File: config.mk
export PLATFORM = sky130hd
export DESIGN_NAME = keyed_watchdog
export DESIGN_NICKNAME = d
export VERILOG_FILES = /design/src/rtl/kwd_pkg.sv /design/src/rtl/kwd_regs.sv /design/src/rtl/kwd_counter.sv /design/src/rtl/kwd_resp.sv /design/src/rtl/keyed_watchdog.sv
export SDC_FILE = /design/constraint.sdc
export NUM_CORES = 1
export LEC_CHECK = 0
export CAP_MARGIN = 30
export CORE_MARGIN = 4
export CORE_UTILIZATION = 45
export CTS_CLUSTER_SIZE = 8
export DETAILED_ROUTE_END_ITERATION = 6
export DONT_BUFFER_PORTS = 1
export HOLD_SLACK_MARGIN = 0.06
export PLACE_DENSITY = 0.62
export SLEW_MARGIN = 20
export SYNTH_ARGS = -nofsm -noshare
export SYNTH_HDL_FRONTEND = slang
export SYNTH_SLANG_ARGS = --single-unit
File: constraint.sdc
create_clock -name clk -period 2.6 [get_ports clk]
set_input_delay 0 -clock clk [delete_from_list [all_inputs] [get_ports clk]]
set_output_delay 0 -clock clk [all_outputs]
set_load 0.005 [all_outputs]
File: src/rtl/kwd_pkg.sv
package kwd_pkg;
   localparam int unsigned CODE_W   = 4;
   localparam int unsigned NUM_CODE = 1 << CODE_W;
   localparam int unsigned OFS_CTRL  = 'h0;
   localparam int unsigned OFS_RANGE = 'h4;
   localparam int unsigned OFS_KICK  = 'hC;

   typedef struct packed {
      logic mode;
      logic en;
   } ctl_t;
endpackage

File: src/rtl/kwd_regs.sv
module kwd_regs
   import kwd_pkg::*;
#(
   parameter int unsigned ADDR_W = 4,
   parameter int unsigned DATA_W = 32,
   parameter logic [7:0]  KEY    = 8'h76
) (
   input  logic              clk,
   input  logic              rst_n,
   input  logic              bus_we,
   input  logic [ADDR_W-1:0] bus_addr,
   input  logic [DATA_W-1:0] bus_wdata,
   output logic [DATA_W-1:0] bus_rdata,
   input  logic              live,
   output ctl_t              ctl,
   output logic [CODE_W-1:0] code_init,
   output logic [CODE_W-1:0] code_rel,
   output logic              start,
   output logic              kick
);
   localparam logic [ADDR_W-1:0] A_CTRL  = ADDR_W'(OFS_CTRL);
   localparam logic [ADDR_W-1:0] A_RANGE = ADDR_W'(OFS_RANGE);
   localparam logic [ADDR_W-1:0] A_KICK  = ADDR_W'(OFS_KICK);
   localparam int unsigned       RNG_W   = 2 * CODE_W;

   if (ADDR_W < 4) begin : g_bad_addr
      $error("kwd_regs: ADDR_W must be at least 4");
   end
   if (DATA_W < RNG_W) begin : g_bad_data
      $error("kwd_regs: DATA_W must hold the range field");
   end

   logic [RNG_W-1:0] rng_q;
   logic             hit_ctrl, hit_range, hit_kick;

   assign hit_ctrl  = bus_addr == A_CTRL;
   assign hit_range = bus_addr == A_RANGE;
   assign hit_kick  = bus_addr == A_KICK;

   assign start = bus_we && hit_ctrl && !ctl.en && bus_wdata[0];
   assign kick  = bus_we && hit_kick && live && (bus_wdata == DATA_W'(KEY));

   assign code_rel  = rng_q[CODE_W-1:0];
   assign code_init = rng_q[RNG_W-1:CODE_W];

   always_ff @(posedge clk or negedge rst_n) begin
      if (!rst_n) begin
         ctl   <= '0;
         rng_q <= '0;
      end else if (bus_we) begin
         if (hit_ctrl && !ctl.en) begin
            ctl.en   <= bus_wdata[0];
            ctl.mode <= bus_wdata[1];
         end
         if (hit_range) begin
            rng_q <= bus_wdata[RNG_W-1:0];
         end
      end
   end

   always_comb begin
      bus_rdata = '0;
      if (hit_ctrl) begin
         bus_rdata[1:0] = {ctl.mode, ctl.en};
      end else if (hit_range) begin
         bus_rdata[RNG_W-1:0] = rng_q;
      end
   end


   en_locked_chk: assert property (@(posedge clk) disable iff (!rst_n)
      ctl.en |=> ctl.en);

   mode_locked_chk: assert property (@(posedge clk) disable iff (!rst_n)
      ctl.en |=> $stable(ctl.mode));
endmodule

File: src/rtl/kwd_counter.sv
module kwd_counter
   import kwd_pkg::*;
#(
   parameter int unsigned CNT_W     = 32,
   parameter int unsigned BASE_LOG2 = 16
) (
   input  logic              clk,
   input  logic              rst_n,
   input  logic              run,
   input  logic              load,
   input  logic [CODE_W-1:0] code,
   output logic              zero
);
   localparam logic [CNT_W-1:0] ONE = {{(CNT_W-1){1'b0}}, 1'b1};

   if (BASE_LOG2 < 1) begin : g_bad_base
      $error("kwd_counter: BASE_LOG2 must be at least 1");
   end
   if (BASE_LOG2 + NUM_CODE - 1 > CNT_W) begin : g_bad_width
      $error("kwd_counter: CNT_W too narrow for the longest period");
   end

   logic [CNT_W-1:0] per_tab [NUM_CODE];
   logic [CNT_W-1:0] count;
   logic [CNT_W-1:0] load_val;

   for (genvar g = 0; g < NUM_CODE; g++) begin : g_period
      assign per_tab[g] = (ONE << (BASE_LOG2 + g)) - ONE;
   end

   assign load_val = per_tab[code];
   assign zero     = count == '0;

   always_ff @(posedge clk or negedge rst_n) begin
      if (!rst_n) begin
         count <= '0;
      end else if (load) begin
         count <= load_val;
      end else if (run && !zero) begin
         count <= count - ONE;
      end
   end


   count_step_chk: assert property (@(posedge clk) disable iff (!rst_n)
      (run && !load && !zero) |=> count == $past(count) - ONE);
endmodule

File: src/rtl/kwd_resp.sv
module kwd_resp #(
   parameter int unsigned PULSE_LEN = 8
) (
   input  logic clk,
   input  logic rst_n,
   input  logic en,
   input  logic mode,
   input  logic zero,
   input  logic kick,
   output logic halted,
   output logic reload,
   output logic irq,
   output logic sys_rst
);
   localparam int unsigned PCNT_W = $clog2(PULSE_LEN + 1);

   if (PULSE_LEN < 1) begin : g_bad_pulse
      $error("kwd_resp: PULSE_LEN must be at least 1");
   end

   logic [PCNT_W-1:0] pcnt;
   logic              expire, fatal;

   assign expire  = en && !halted && zero && !kick;
   assign reload  = expire && mode && !irq;
   assign fatal   = expire && (!mode || irq);
   assign sys_rst = pcnt != '0;

   always_ff @(posedge clk or negedge rst_n) begin
      if (!rst_n) begin
         irq    <= 1'b0;
         halted <= 1'b0;
         pcnt   <= '0;
      end else begin
         if (kick) begin
            irq <= 1'b0;
         end else if (reload) begin
            irq <= 1'b1;
         end
         if (fatal) begin
            halted <= 1'b1;
            pcnt   <= PCNT_W'(PULSE_LEN);
         end else if (pcnt != '0) begin
            pcnt <= pcnt - PCNT_W'(1);
         end
      end
   end


   kick_clears_irq_chk: assert property (@(posedge clk) disable iff (!rst_n)
      kick |=> !irq);

   halt_sticky_chk: assert property (@(posedge clk) disable iff (!rst_n)
      halted |=> halted);

   single_pulse_chk: assert property (@(posedge clk) disable iff (!rst_n)
      (halted && !sys_rst) |=> !sys_rst);
endmodule

File: src/rtl/keyed_watchdog.sv
module keyed_watchdog
   import kwd_pkg::*;
#(
   parameter int unsigned ADDR_W    = 4,
   parameter int unsigned DATA_W    = 32,
   parameter int unsigned CNT_W     = 32,
   parameter int unsigned BASE_LOG2 = 16,
   parameter int unsigned PULSE_LEN = 8,
   parameter logic [7:0]  KEY       = 8'h76
) (
   input  logic              clk,
   input  logic              rst_n,
   input  logic              bus_we,
   input  logic [ADDR_W-1:0] bus_addr,
   input  logic [DATA_W-1:0] bus_wdata,
   output logic [DATA_W-1:0] bus_rdata,
   output logic              irq,
   output logic              sys_rst
);
   ctl_t              ctl;
   logic [CODE_W-1:0] code_init, code_rel, code_sel;
   logic              start, kick, reload, halted, zero, run, load;

   assign run      = ctl.en && !halted;
   assign load     = start || kick || reload;
   assign code_sel = start ? code_init : code_rel;

   kwd_regs #(.ADDR_W(ADDR_W), .DATA_W(DATA_W), .KEY(KEY)) u_regs (
      .clk       (clk),
      .rst_n     (rst_n),
      .bus_we    (bus_we),
      .bus_addr  (bus_addr),
      .bus_wdata (bus_wdata),
      .bus_rdata (bus_rdata),
      .live      (run),
      .ctl       (ctl),
      .code_init (code_init),
      .code_rel  (code_rel),
      .start     (start),
      .kick      (kick)
   );

   kwd_counter #(.CNT_W(CNT_W), .BASE_LOG2(BASE_LOG2)) u_cnt (
      .clk   (clk),
      .rst_n (rst_n),
      .run   (run),
      .load  (load),
      .code  (code_sel),
      .zero  (zero)
   );

   kwd_resp #(.PULSE_LEN(PULSE_LEN)) u_resp (
      .clk     (clk),
      .rst_n   (rst_n),
      .en      (ctl.en),
      .mode    (ctl.mode),
      .zero    (zero),
      .kick    (kick),
      .halted  (halted),
      .reload  (reload),
      .irq     (irq),
      .sys_rst (sys_rst)
   );


   irq_mode_chk: assert property (@(posedge clk) disable iff (!rst_n)
      irq |-> ctl.mode);
endmodule

# Word level (Yosys, flattened, before mapping)

Memories as Yosys holds them, arrays and structs flattened.
Cells that the tools add are included.

$add $sub $neg: 2
$lt $le $gt $ge: 1
Equality and inequality tests: 3
Muxes and demuxes: 12
Bitwise gates (word level): 1
Reduce and logical (&&, ||, !) cells: 31

Operators with widths:

| operator                                             | number |
|---|---|
| 2-to-1 mux 32 bit                                    | 4 |
| equality test 32 x 7 -> 1 bit, second input constant | 1 |
| logical NOT 32 bit                                   | 1 |
| subtractor 32 x 1 -> 32 bit, second input constant   | 1 |
| logical AND 1 bit                                    | 14 |
| 2-to-1 mux 4 bit                                     | 3 |
| 2-to-1 mux 8 bit                                     | 1 |
| logical NOT 1 bit                                    | 6 |
| 2-to-1 mux 6 bit                                     | 1 |
| nonzero test 2 bit                                   | 3 |
| >= comparator 5 bit, second input constant           | 1 |
| inverter 4 -> 5 bit                                  | 1 |
| equality test 4 x 3 -> 1 bit, second input constant  | 1 |
| equality test 4 bit, second input constant           | 1 |
| logical NOT 4 bit                                    | 1 |
| AND reduction 2 bit                                  | 2 |
| nonzero test 4 bit                                   | 1 |
| subtractor 4 x 1 -> 4 bit, second input constant     | 1 |
| logical OR 1 bit                                     | 3 |
| 2-to-1 mux 1 bit                                     | 2 |
| 2-to-1 mux 2 bit                                     | 1 |

Bits in registers: 48
Memory bits (read-only): 512
Bits of input ports: 39
Output and inout bits: 34
Word-level logic and storage cells: 58
Memories: 1

Memories:

| name            | depth | bits a word | rd ports | clocked after Yosys merged registers in | wr ports | RTL line          | source |
|---|---|---|---|---|---|---|---|
| (no name shown) | 16    | 32          | 1        | 0                                       | 0        | kwd_counter.sv:31 | `assign load_val = per_tab[code];` |

# Longest topological paths before layout

Gate-level depths: netlist of the first run.

Depth after elaboration: 10
Mapped depth: 9
Depth with buffers taken out: 8

# Cells and area by module

From an unflattened synthesis of the first run, not the netlist that was laid out.

Cell total of the unflattened synthesis: 343
Area, all modules: 3204.3 um2

Modules (own cells, without submodules):

| module         | instances | cells an instance | area each (um2) | sequential area each (um2) |
|---|---|---|---|---|
| kwd_counter    | 1         | 232               | 2021.9          | 800.8 |
| kwd_regs       | 1         | 77                | 827.0           | 250.2 |
| kwd_resp       | 1         | 28                | 297.8           | 150.1 |
| keyed_watchdog | 1         | 6                 | 57.6            | 0.0 |

# Worst setup path after synthesis of the first run

No wires, ideal clock.

Kind: reg-to-reg
From: reg u_cnt.count[0]
To: reg u_cnt.count[17]
Library setup time: 0.125 ns
Arrival time: 2.019 ns
Data required time: 2.475 ns
Setup slack: 0.456 ns
Stages on the path, launching flop included: 10
Path buffers: 1
Clock period less this slack: 2.144 ns
Cell sequence: dfrtp_1 inv_1 ha_1 nor3b_1 and4_1 buf_6 a311oi_4 nand2_1 xnor2_1 mux2_2

Word-level cells in the longest chain between the ends: 7
Elaborated cells on any way between the ends: 12
Those cells by class: add/sub: 1; mux: 2; reduce/logical: 9

RTL lines:

| what                                                                                | RTL line          | source |
|---|---|---|
| from (decl)                                                                         | kwd_counter.sv:24 | `logic [CNT_W-1:0] count;` |
| from (signal assigned)                                                              | kwd_counter.sv:38 | `count <= load_val;` |
| from (signal assigned)                                                              | kwd_counter.sv:40 | `count <= count - ONE;` |
| parallel branches: the longest is 7 deep, another holds subtractor 32 x 1 -> 32 bit | -                 |  |

Several ways; the timed one is not identified. The select of a mux whose other input is x is not followed.
A chain may end at the register's enable or synchronous reset.

# Worst setup path after layout of the first run

Same ends and word-level chain as after synthesis.

==> summary.txt, run 1 <==
Yosys
  • Most common cell in the netlist: dfrtp_1
  • Synthesized instance count: 332
  • Async set-reset flop share out of synthesis: 100%
  • Cell taking the most area after synthesis: dfrtp_1
  • Sequential area share after synthesis: 38.5%
  • Area share of the largest cell type after synthesis: 38.5%
  • EDFF count, synth: 0
  • Post-Syn Area per Cell: 9.40 µm²
  • Top area cells in the synthesized netlist: dfrtp_1 (38%), buf_4 (6.0%), xnor2_1 (4.8%)
  • Netlist Area Pre-Place: 3120 µm²
  • Post-synth top cells: dfrtp_1 (48), nand2_1 (33), buf_4 (25)
  • Synth Flop Type: dfrtp_1
  • Warnings from Yosys: 0
  • Library cells used by synthesis: 50
  • Yosys reg bits: 48

Timing
  • Clk_skew: 0.00602 ns
  • Setup TNS Final: 0 ns
  • Final period util: 88.5%
  • Count of pins over their slew limit: 0
  • Tmin final: 2.30 ns
  • Final Hold Slack: 0.0681 ns
  • Final setup fails: 0
  • RSZ-0062 raised after global routing: no
  • Worst-margin pin slew: 0.724 ns
  • Final hold vios: 0
  • Slew headroom: 51.6%
  • Fmax: 0.434 GHz
  • Worst setup margin: 0.298 ns

Clock network
  • Post-CTS Hold Buffers: 12
  • H-tree Lvls: 2
  • Reg clk slew, reported paths: 0.09 ns
  • TritonCTS Buffers: 5
  • Clk sinks: 48
  • Clk_lat worst skew: 0.30 ns
  • CTS tree: done
  • Root buffer cell: clkbuf_8
  • Post-CTS Setup Repair Bufs: 0
  • Clock Tree Buf Depth: 2
  • Cts repair resizes: 0

Flow run
  • Max-cap viol count: 0

Critical path
  • Worst setup EP type: flop
  • Cell at the slowest stage of the critical path: a311oi_4
  • Critical-path maximum fanout: 9
  • Cell Chain, Critical Path: inv_1 > ha_1 > nor3b_1 > and4_1 > a311oi_4 > nand2_1 > xnor2_1 > mux2_2
  • Startpoint Class: flop
  • Slowest Stage Delay on Critical Path: 0.52 ns
  • Crit path kind: reg -> reg
  • Worst path required time: 2.80 ns
  • CP Data Arrival Time: 2.50 ns

Power and ir drop
  • Max IR drop VDD: 0.307 mV
  • Gate power share: 22.1%
  • P_int: 1.40 mW
  • P_leak: 1.33 nW
  • Switching part of the total: 33.2%
  • PwrDens: 619 nW/µm²
  • Sequential Power Share: 51.5%
  • Sw power: 0.697 mW
  • Clock Power Share: 26.4%

Routing
  • DR pass1 iterations: 4
  • # DRC: 0
  • Via count: 2387
  • Final WL: 6.57 mm
  • Via/cell ratio: 5.56
  • Routed Antenna Nets: 0
  • DR iter-0 viols: 105
  • WL/cell: 15.3 µm

Floorplanning
  • Core area: 6760 µm²
  • Initial Utilization: 46.2%
  • Boundary Pins: 73
  • DIE HEIGHT: 91.3 µm
  • Overall die width: 91.3 µm
  • Number of placement rows: 30
  • Die area: 8330 µm²

Placed design
  • Gpl congestion: 0.790
  • Pre-CTS setup slack: 0.318 ns
  • Detailed placement HPWL: 4.83 mm
  • Port Buffer Count: 0
  • Placed insts: 409
  • Post-DP Area: 3130 µm²

Global routing
  • Largest net degree at the start of global routing: 49
  • Grt ovf: 0
  • GRT Util Overall: 16.5%
  • Vias in the first global route: 2421
  • First-pass GRT wire length: 11.3 mm
  • Initial antenna violation count: 0

Min path
  • Worst hold path class: in -> reg

Cells and area
  • Non-filler cells in the finished layout: 429
  • # diodes: 0
  • Final instance area: 3390 µm²
  • Layout cells sized above 1: 12.0%
  • Layout area overhead: 8.50%
  • Final #Nets: 389

Outcome
  • Status: completed
-- final timing paths --
kind | startpoint | to | slack, ns | cells past startpoint
min in group asynchronous | rst_n | u_resp.pcnt[3] | 0.18 | 2
worst max-delay path | u_cnt.count[0] | u_cnt.count[17] | 0.30 | 8
worst min-delay path | bus_we | u_resp.irq | 0.07 | 4
max in group asynchronous | rst_n | u_cnt.count[15] | 2.20 | 2
worst min register to register | u_cnt.count[13] | u_cnt.count[13] | 0.53 | 2
worst max register to register | u_cnt.count[0] | u_cnt.count[17] | 0.30 | 8
-- layout make-up --
class                      count  area, µm²
multi-input combinational    268       1750
clock inverter                 3       46.3
tap                           80        100
clock buffer                   5       68.8
sequential                    48       1200
inverter                       5       18.8
timing repair buffer          20        198
fill                         644       3370
-- cell families (layout without fill, tap and decap cells) --
logic type	after synthesis	after routing	synth area share [%]
AND/OR/NAND/NOR	162	162	31.0
flip-flops	48	48	38.5
buffers and inverters	39	33	8.30
AO/OA/AOI/OAI	37	37	8.18
XOR/XNOR	27	27	7.57
multiplexers	16	16	5.53
adder cells (fa/ha/maj)	2	2	0.801
other	1	24	0.120
-- flip-flops by register name, indices dropped and copies added, names as in the netlist --
signal         count
u_cnt.count       32
u_regs.rng_q       8
u_resp.pcnt        4
u_regs.ctl         2
u_resp.halted      1
u_resp.irq         1
-- per-layer routing --
layer / global-route usage (%) / vias up / routed length, µm
li1: - / 1172 / -
met2: 27.6 / 87 / 3120
met1: 21.8 / 1119 / 2920
met4: 4.15 / 0 / 90
met5: 0 / - / 0
met3: 3.56 / 9 / 445
-- power by group through the flow --
| stage | clock network (mW) | registers [mW] | logic (mW) |
|---|---|---|---|
| final | 0.554 | 1.08 | 0.463 |
| after global routing | 0.606 | 1.11 | 0.531 |
| after CTS | 0.576 | 1.08 | 0.466 |
| after detailed placement | 0 | 1.09 | 0.428 |
| after global placement | 0 | 1.09 | 0.417 |
| after floorplan | 0 | 1.05 | 0.376 |
-- metrics by stage --
step | total power [mW] | utilization [%]
2_1_floorplan | 1.42 | -
3_3_place_gp | 1.50 | 46.4
3_5_place_dp | 1.52 | 46.4
4_1_cts | 2.12 | 50.1
5_1_grt | 2.25 | 50.1
6_report | 2.10 | 50.1
-- cells in the final DEF (no fill, tap or decap), drive strengths merged, types with 3 or more instances in the layout --
master / instances
nand4: 7
clkbuf: 5
and3: 9
nand2b: 7
a31oi: 3
inv: 6
buf: 9
nand3b: 4
nor3b: 5
nor4: 18
nand2: 33
dlygate4sd3: 11
dfrtp: 48
conb: 24
o31ai: 3
nor3: 19
xnor2: 17
xor2: 10
nand3: 17
a21oi: 18
o211ai: 3
or3: 4
nor2: 24
mux2: 10
o21ai: 5
mux2i: 6
-- worst max-delay path: cells and delay by family, from the launching register on --
family / cells / cell delay, ns
and+or+nand+nor: 3 / 0.59
AOI/OAI and AO/OA: 1 / 0.52
DFF: 1 / 0.41
muxes: 1 / 0.25
adders and majority gates: 1 / 0.21
xor gates and xnor gates: 1 / 0.13
buffers and inverters: 1 / 0.06
Power figures use the tool's default switching activity.
==> inputs of run 2 (changes only) <==
--- a/config.mk
+++ b/config.mk
@@ -7,12 +7,12 @@
 export LEC_CHECK = 0
 export CAP_MARGIN = 30
 export CORE_MARGIN = 4
-export CORE_UTILIZATION = 45
+export CORE_UTILIZATION = 60
 export CTS_CLUSTER_SIZE = 8
 export DETAILED_ROUTE_END_ITERATION = 6
 export DONT_BUFFER_PORTS = 1
 export HOLD_SLACK_MARGIN = 0.06
-export PLACE_DENSITY = 0.62
+export PLACE_DENSITY = 0.78
 export SLEW_MARGIN = 20
 export SYNTH_ARGS = -nofsm -noshare
 export SYNTH_HDL_FRONTEND = slang
==> run 2 against run 1 <==
  * Final cell count fell by 2.8%
  * Hold slack improved by 0.0033 ns
  * Die area fell by 23%
  * Critical path type unchanged
  * Largest cell class unchanged
  * Global-route usage is 5.1 points higher
  * Worst setup slack better by 0.00094 ns
  * Count of clock-buffer cells in the layout is 2 higher
  * Via count rose by 3.4%
  * Maximum frequency is essentially flat
  * Total power down 3.9%
  * Sequential cell count is the same
  * Critical path depth unchanged
  * Clock skew is essentially flat
==> summary.txt, run 2 (synthesis results as in run 1) <==
Timing
  • Count of pins over their slew limit: 0 (unchanged)
  • Final Hold Slack: 0.0713 ns (+0.00328 ns)
  • Slew headroom: 63.0% (+11 points)
  • Final period util: 88.5% (about the same)
  • Worst-margin pin slew: 0.550 ns (-0.174 ns)
  • Tmin final: 2.30 ns (-0.000944 ns)
  • Final setup fails: 0 (unchanged)
  • Worst setup margin: 0.299 ns (+0.000944 ns)
  • Final hold vios: 0 (unchanged)
  • RSZ-0062 raised after global routing: no
  • Clk_skew: 0.00596 ns (-0.0000630 ns)
  • Fmax: 0.435 GHz (about the same)
  • Setup TNS Final: 0 ns (unchanged)

Global routing
  • Vias in the first global route: 2326 (-3.9%)
  • Largest net degree at the start of global routing: 49 (unchanged)
  • Grt ovf: 0 (unchanged)
  • First-pass GRT wire length: 10.9 mm (-3.7%)
  • Initial antenna violation count: 0 (unchanged)
  • GRT Util Overall: 21.6% (+5.1 points)

Placed design
  • Pre-CTS setup slack: 0.252 ns (-0.0664 ns)
  • Detailed placement HPWL: 4.61 mm (-4.6%)
  • Placed insts: 395 (-3.4%)
  • Post-DP Area: 3110 µm² (-0.76%)
  • Gpl congestion: 0.906 (+15%)
  • Port Buffer Count: 0 (unchanged)

Routing
  • Routed Antenna Nets: 0 (unchanged)
  • DR pass1 iterations: 4 (unchanged)
  • Via count: 2467 (+3.4%)
  • DR iter-0 viols: 166 (+58%)
  • WL/cell: 15.6 µm (+1.7%)
  • # DRC: 0 (unchanged)
  • Final WL: 6.50 mm (-1.1%)
  • Via/cell ratio: 5.92 (+6.3%)

Clock network
  • Clk_lat worst skew: 0.30 ns (about the same)
  • Post-CTS Setup Repair Bufs: 0 (unchanged)
  • Root buffer cell: clkbuf_8
  • Clk sinks: 48 (unchanged)
  • TritonCTS Buffers: 5 (unchanged)
  • Reg clk slew, reported paths: 0.08 ns (about the same)
  • Clock Tree Buf Depth: 2 (unchanged)
  • CTS tree: done
  • H-tree Lvls: 2 (unchanged)
  • Cts repair resizes: 0 (unchanged)

Outcome
  • Status: completed

Power and ir drop
  • P_leak: 1.33 nW (+0.35%)
  • PwrDens: 597 nW/µm² (-3.7%)
  • Max IR drop VDD: 0.410 mV (+34%)

Cells and area
  • # diodes: 0 (unchanged)
  • Layout cells sized above 1: 11.7% (-0.32 points)
  • Non-filler cells in the finished layout: 417 (-2.8%)
  • Biggest regs: u_cnt.count: 32 flops, u_regs.rng_q: 8 flops, u_resp.pcnt: 4 flops
  • Commonest non-fill, non-tap cell in the layout: dfrtp_1
  • Final instance area: 3380 µm² (-0.22%)
  • Layout area overhead: 8.26%
  • Largest Register: u_cnt.count
  • Most frequent cells in the layout: dfrtp_1 (48), nand2_1 (33), nor2_1 (24), conb_1 (24), a21oi_1 (18)
  • Filler instances: 379 (-41%)
  • Largest register FFs: 32 (unchanged)
  • Final #Nets: 391 (+0.51%)

Critical path
  • Worst path required time: 2.79 ns (about the same)
  • R2R Path End: u_cnt.count[17]
  • CP Data Arrival Time: 2.49 ns (about the same)
  • Critical-path maximum fanout: 9 (unchanged)
  • R2r setup slk: 0.30 ns (about the same)
  • Crit path kind: reg -> reg
  • Startpoint Class: flop
  • Reg2reg start: u_cnt.count[1]
  • R2R cell count: 8 (unchanged)
  • Worst setup EP type: flop

Flow run
  • Max-cap viol count: 0 (unchanged)

Floorplanning
  • Die area: 6420 µm² (-23%)
  • Number of placement rows: 25 (-17%)
  • Overall die width: 80.1 µm (-12%)
  • DIE HEIGHT: 80.1 µm (-12%)
  • Initial Utilization: 64.0% (+18 points)
  • Core area: 4880 µm² (-28%)
  • Boundary Pins: 73 (unchanged)

Min path
  • Hold Crit Endpoint: u_regs.ctl[1]
  • Worst hold path class: in -> reg
  • Min-delay src: bus_we
  • WHS Path Cells: 3 (-1)
[run 2: how the worst max path moves through the flow]
stage | startpoint | depth (start not counted) | endpoint | slack, ns
after floorplan | u_cnt.count[0] | 9 | u_cnt.count[17] | 0.46
after global placement | u_cnt.count[0] | 8 | u_cnt.count[4] | 0.32
after detailed placement | u_cnt.count[0] | 9 | u_cnt.count[27] | 0.25
after CTS | u_cnt.count[0] | 9 | u_cnt.count[27] | 0.24
after global routing | u_cnt.count[7] | 7 | u_cnt.count[29] | 0.18
final | u_cnt.count[1] | 8 | u_cnt.count[17] | 0.30
[run 2: through the flow]
stage / util (%) / total power, mW
after global routing: 69.3 / 2.14
after detailed placement: 63.7 / 1.51
after global placement: 63.7 / 1.50
after floorplan: - / 1.42
final: 69.3 / 2.02
after CTS: 68.9 / 2.02
[run 2: where the power goes]
group	total [mW]	internal [mW]	switching [mW]
registers	1.09	0.882	0.203
logic	0.457	0.225	0.231
clock network	0.474	0.237	0.237
total	2.02	1.34	0.672
[run 2: cell type report]
type / count / area [µm²] / area share, %
Tap cell: 67 / 83.8 / 2.48
Clock buffer: 7 / 96.3 / 2.85
Inverter: 5 / 18.8 / 0.555
Sequential cell: 48 / 1200 / 35.5
Multi-Input combinational cell: 268 / 1750 / 51.9
Timing Repair Buffer: 22 / 225 / 6.66
[run 2: worst max-delay path, cell delays in order, from the launching register on]
cell,delay [ns]
dfrtp_1,0.41
inv_1,0.07
ha_1,0.20
nor3b_1,0.16
and4_1,0.31
a311oi_4,0.52
nand2_1,0.13
xnor2_1,0.14
mux2_2,0.26
[run 2: per-layer routing]
metal / global-route usage, % / part of all wire, % / wire length, µm / up-vias
met3: 5.27 / 9.1 / 593 / 9
li1: - / - / - / 1169
met1: 29.2 / 44 / 2840 / 1165
met2: 34.9 / 46 / 2980 / 124
met5: 0 / 0 / 0 / -
met4: 5.74 / 1.3 / 85 / 0
[run 2: repair_timing]
| item | CTS | global route |
|---|---|---|
| endpoints found under the setup margin | 0 | 0 |
| hold buffers | 14 | 0 |
| hold endpoints to repair | 59 | 0 |
==> inputs of run 3 (changes only) <==
--- a/config.mk
+++ b/config.mk
@@ -5,7 +5,8 @@
 export SDC_FILE = /design/constraint.sdc
 export NUM_CORES = 1
 export LEC_CHECK = 0
-export CAP_MARGIN = 30
+export ABC_CLOCK_PERIOD_IN_PS = 2400
+export CAP_MARGIN = 10
 export CORE_MARGIN = 4
 export CORE_UTILIZATION = 60
 export CTS_CLUSTER_SIZE = 8
==> constraint.sdc (replaced) <==
create_clock -name clk -period 2.4 [get_ports clk]
set_input_delay 0 -clock clk [delete_from_list [all_inputs] [get_ports clk]]
set_output_delay 0 -clock clk [all_outputs]
set_load 0.005 [all_outputs]
==> run 3 against run 2 <==
  * Cell area increased by 2.1%
  * Clock skew about the same
  * Count of clock-buffer cells in the layout unchanged
  * Sequential power increased by 8%
  * Maximum frequency increased by 2.0%
  * Sequential share of layout area decreased by 0.75 points
  * Critical path depth unchanged
  * Global-route usage increased by 0.28 points
  * Critical endpoint unchanged
  * Die area unchanged
  * Clock power increased by 34%
  * Hold slack improved by 0.051 ns
  * Final cell count increased by 1.4%
==> summary.txt, run 3 (synthesis results as in run 1) <==
Routing
  • WL/cell: 15.6 µm (+0.31%)
  • # DRC: 0 (unchanged)
  • Met2 routed WL: 3.14 mm (+5.4%)
  • DR pass1 iterations: 4 (unchanged)
  • Final WL: 6.61 mm (+1.8%)
  • Wl on met1: 2.92 mm (+2.9%)
  • Via/cell ratio: 5.83 (-1.5%)
  • DR iter-0 viols: 162 (-2.4%)
  • Met3 wire len: 454 µm (-23%)
  • Routed Antenna Nets: 0 (unchanged)
  • Via count: 2465 (-0.081%)
  • Highest Signal Layer: met4

Placed design
  • Post-DP Area: 3140 µm² (+0.97%)
  • Gpl congestion: 0.891 (-1.6%)
  • Detailed placement HPWL: 4.65 mm (+0.84%)
  • Pre-CTS setup slack: 0.100 ns (-0.151 ns)
  • Port Buffer Count: 0 (unchanged)

Power and ir drop
  • Sw power: 0.745 mW (+11%)
  • Clock Power Share: 27.4% (+3.9 points)
  • Max IR drop VDD: 0.490 mV (+19%)
  • P_leak: 1.39 nW (+4.5%)
  • Gate power share: 21.9% (-0.7 points)
  • PwrDens: 673 nW/µm² (+13%)
  • Switching part of the total: 32.1% (-1.2 points)
  • Sequential Power Share: 50.7% (-3.1 points)
  • P_int: 1.58 mW (+17%)

Timing
  • Clk_skew: 0.00624 ns (+0.000279 ns)
  • Worst-margin pin slew: 0.751 ns (+0.201 ns)
  • Final setup fails: 0 (unchanged)
  • Slew headroom: 49.8% (-13 points)
  • Count of pins over their slew limit: 0 (unchanged)
  • Final hold vios: 0 (unchanged)
  • Worst setup margin: 0.145 ns (-0.154 ns)
  • Final period util: 94.0% (+5.5 points)
  • Final Hold Slack: 0.122 ns (+0.0511 ns)
  • Fmax: 0.443 GHz (+2.0%)
  • Tmin final: 2.26 ns (-0.0460 ns)

Critical path
  • Crit path kind: reg -> reg
  • R2R cell count: 8 (unchanged)
  • Worst path required time: 2.59 ns (-0.20 ns)
  • R2r setup slk: 0.14 ns (-0.15 ns)
  • CP Data Arrival Time: 2.44 ns (-0.05 ns)
  • Critical-path maximum fanout: 9 (unchanged)
  • Worst setup EP type: flop
  • Reg2reg start: u_cnt.count[0]
  • Cell Chain, Critical Path: inv_1 > ha_1 > nor3b_1 > and4_2 > a311oi_4 > nand2_1 > xnor2_1 > mux2_2
  • R2R Path End: u_cnt.count[17]
  • CP endpoint: u_cnt.count[17]
  • WP buf/inv: 1 (unchanged)
  • WP depth: 8 (unchanged)
  • Cell at the slowest stage of the critical path: a311oi_4
  • Crit path max-delay family: simple AND/OR/NAND/NOR gates
  • Setup crit start: u_cnt.count[0]
  • Startpoint Class: flop
  • Slowest Stage Delay on Critical Path: 0.47 ns (-0.05 ns)

Cells and area
  • Final instance area: 3450 µm² (+2.1%)
  • Biggest regs: u_cnt.count: 32 flops, u_regs.rng_q: 8 flops, u_resp.pcnt: 4 flops
  • Layout area overhead: 10.6%
  • Filler instances: 372 (-1.8%)
  • Largest register FFs: 32 (unchanged)
  • Commonest non-fill, non-tap cell in the layout: dfrtp_1
  • Largest Register: u_cnt.count
  • Layout cells sized above 1: 13.2% (+1.5 points)
  • Final Util: 70.7% (+1.5 points)
  • # diodes: 0 (unchanged)
  • Final #Nets: 396 (+1.3%)
  • Most frequent cells in the layout: dfrtp_1 (48), nand2_1 (33), nor2_1 (24), conb_1 (24), a21oi_1 (18)

Floorplanning
  • DIE HEIGHT: 80.1 µm (unchanged)
  • Overall die width: 80.1 µm (unchanged)
  • Boundary Pins: 73 (unchanged)
  • Initial Utilization: 64.0% (unchanged)
  • Number of placement rows: 25 (unchanged)
  • Core area: 4880 µm² (unchanged)
  • Die area: 6420 µm² (unchanged)

Clock network
  • Reg clk slew, reported paths: 0.09 ns (about the same)
  • CTS tree: done
  • Clock Tree Buf Depth: 2 (unchanged)
  • H-tree Lvls: 2 (unchanged)
  • Clk_lat worst skew: 0.30 ns (about the same)
  • Clk sinks: 48 (unchanged)
  • Root buffer cell: clkbuf_8
  • TritonCTS Buffers: 5 (unchanged)

Global routing
  • Grt ovf: 0 (unchanged)
  • Initial antenna violation count: 0 (unchanged)
  • GRT Util Overall: 21.9% (+0.28 points)
  • First-pass GRT wire length: 11.0 mm (+0.50%)
  • Largest net degree at the start of global routing: 49 (unchanged)
  • Vias in the first global route: 2429 (+4.4%)

Flow run
  • Max-cap viol count: 0 (unchanged)

Min path
  • Worst hold path class: in -> reg

Outcome
  • Status: completed
-- run 3: per-stage QoR --
stage | total power, mW | instances | TNS (ns)
2_1_floorplan | 1.54 | 355 | 0
3_3_place_gp | 1.62 | 399 | 0
3_5_place_dp | 1.65 | 399 | 0
4_1_cts | 2.33 | 422 | 0
5_1_grt | 2.45 | 423 | -0.0121
6_report | 2.32 | 423 | 0
-- run 3: worst reg2reg max path: stages, from the launching register on --
cell and delay (ns):
dfrtp_1 0.41, inv_1 0.06, ha_1 0.21, nor3b_1 0.16, and4_2 0.31, a311oi_4 0.47
nand2_1 0.13, xnor2_1 0.13, mux2_2 0.26
-- run 3: area by class of cell --
| type | instances | area, µm² | share of cell area (%) |
|---|---|---|---|
| Clock buffer | 7 | 96.3 | 2.79 |
| Clock inverter | 1 | 30.0 | 0.870 |
| Inverter | 5 | 18.8 | 0.544 |
| Multi-Input combinational cell | 268 | 1760 | 51.1 |
| Sequential cell | 48 | 1200 | 34.8 |
| Tap cell | 67 | 83.8 | 2.43 |
| Timing Repair Buffer | 27 | 258 | 7.47 |
-- run 3: how the worst min path moves through the flow --
stage	end	start	cells after the start	slack [ns]
global route	bus_rdata[6]	bus_addr[2]	1	0.14
global placement	u_resp.pcnt[1]	rst_n	0	-0.29
finish	u_regs.ctl[0]	bus_wdata[0]	2	0.12
detailed placement	u_resp.pcnt[1]	rst_n	0	-0.29
floorplan	u_cnt.count[0]	rst_n	0	-0.30
CTS	u_regs.ctl[0]	bus_wdata[0]	2	0.12
-- run 3: timing repair --
action | 4_1_cts | 5_1_grt
gates resized for setup | 0 | 2
setup endpoints to repair | 0 | 7
buffers inserted | 0 | 1
endpoints found under the hold margin | 58 | 0
hold buffers | 15 | 0
-- run 3: layer usage --
layer / up-vias / global-route usage (%)
met1: 1174 / 28.4
li1: 1188 / -
met2: 96 / 37.2
met3: 7 / 3.14
met5: - / 0
met4: 0 / 8.11
-- run 3: power groups by stage --
stage	clock, mW	combinational, mW	sequential, mW
2_1_floorplan	0	0.408	1.13
3_3_place_gp	0	0.444	1.18
3_5_place_dp	0	0.461	1.19
4_1_cts	0.647	0.506	1.17
5_1_grt	0.681	0.570	1.20
6_report	0.636	0.510	1.18
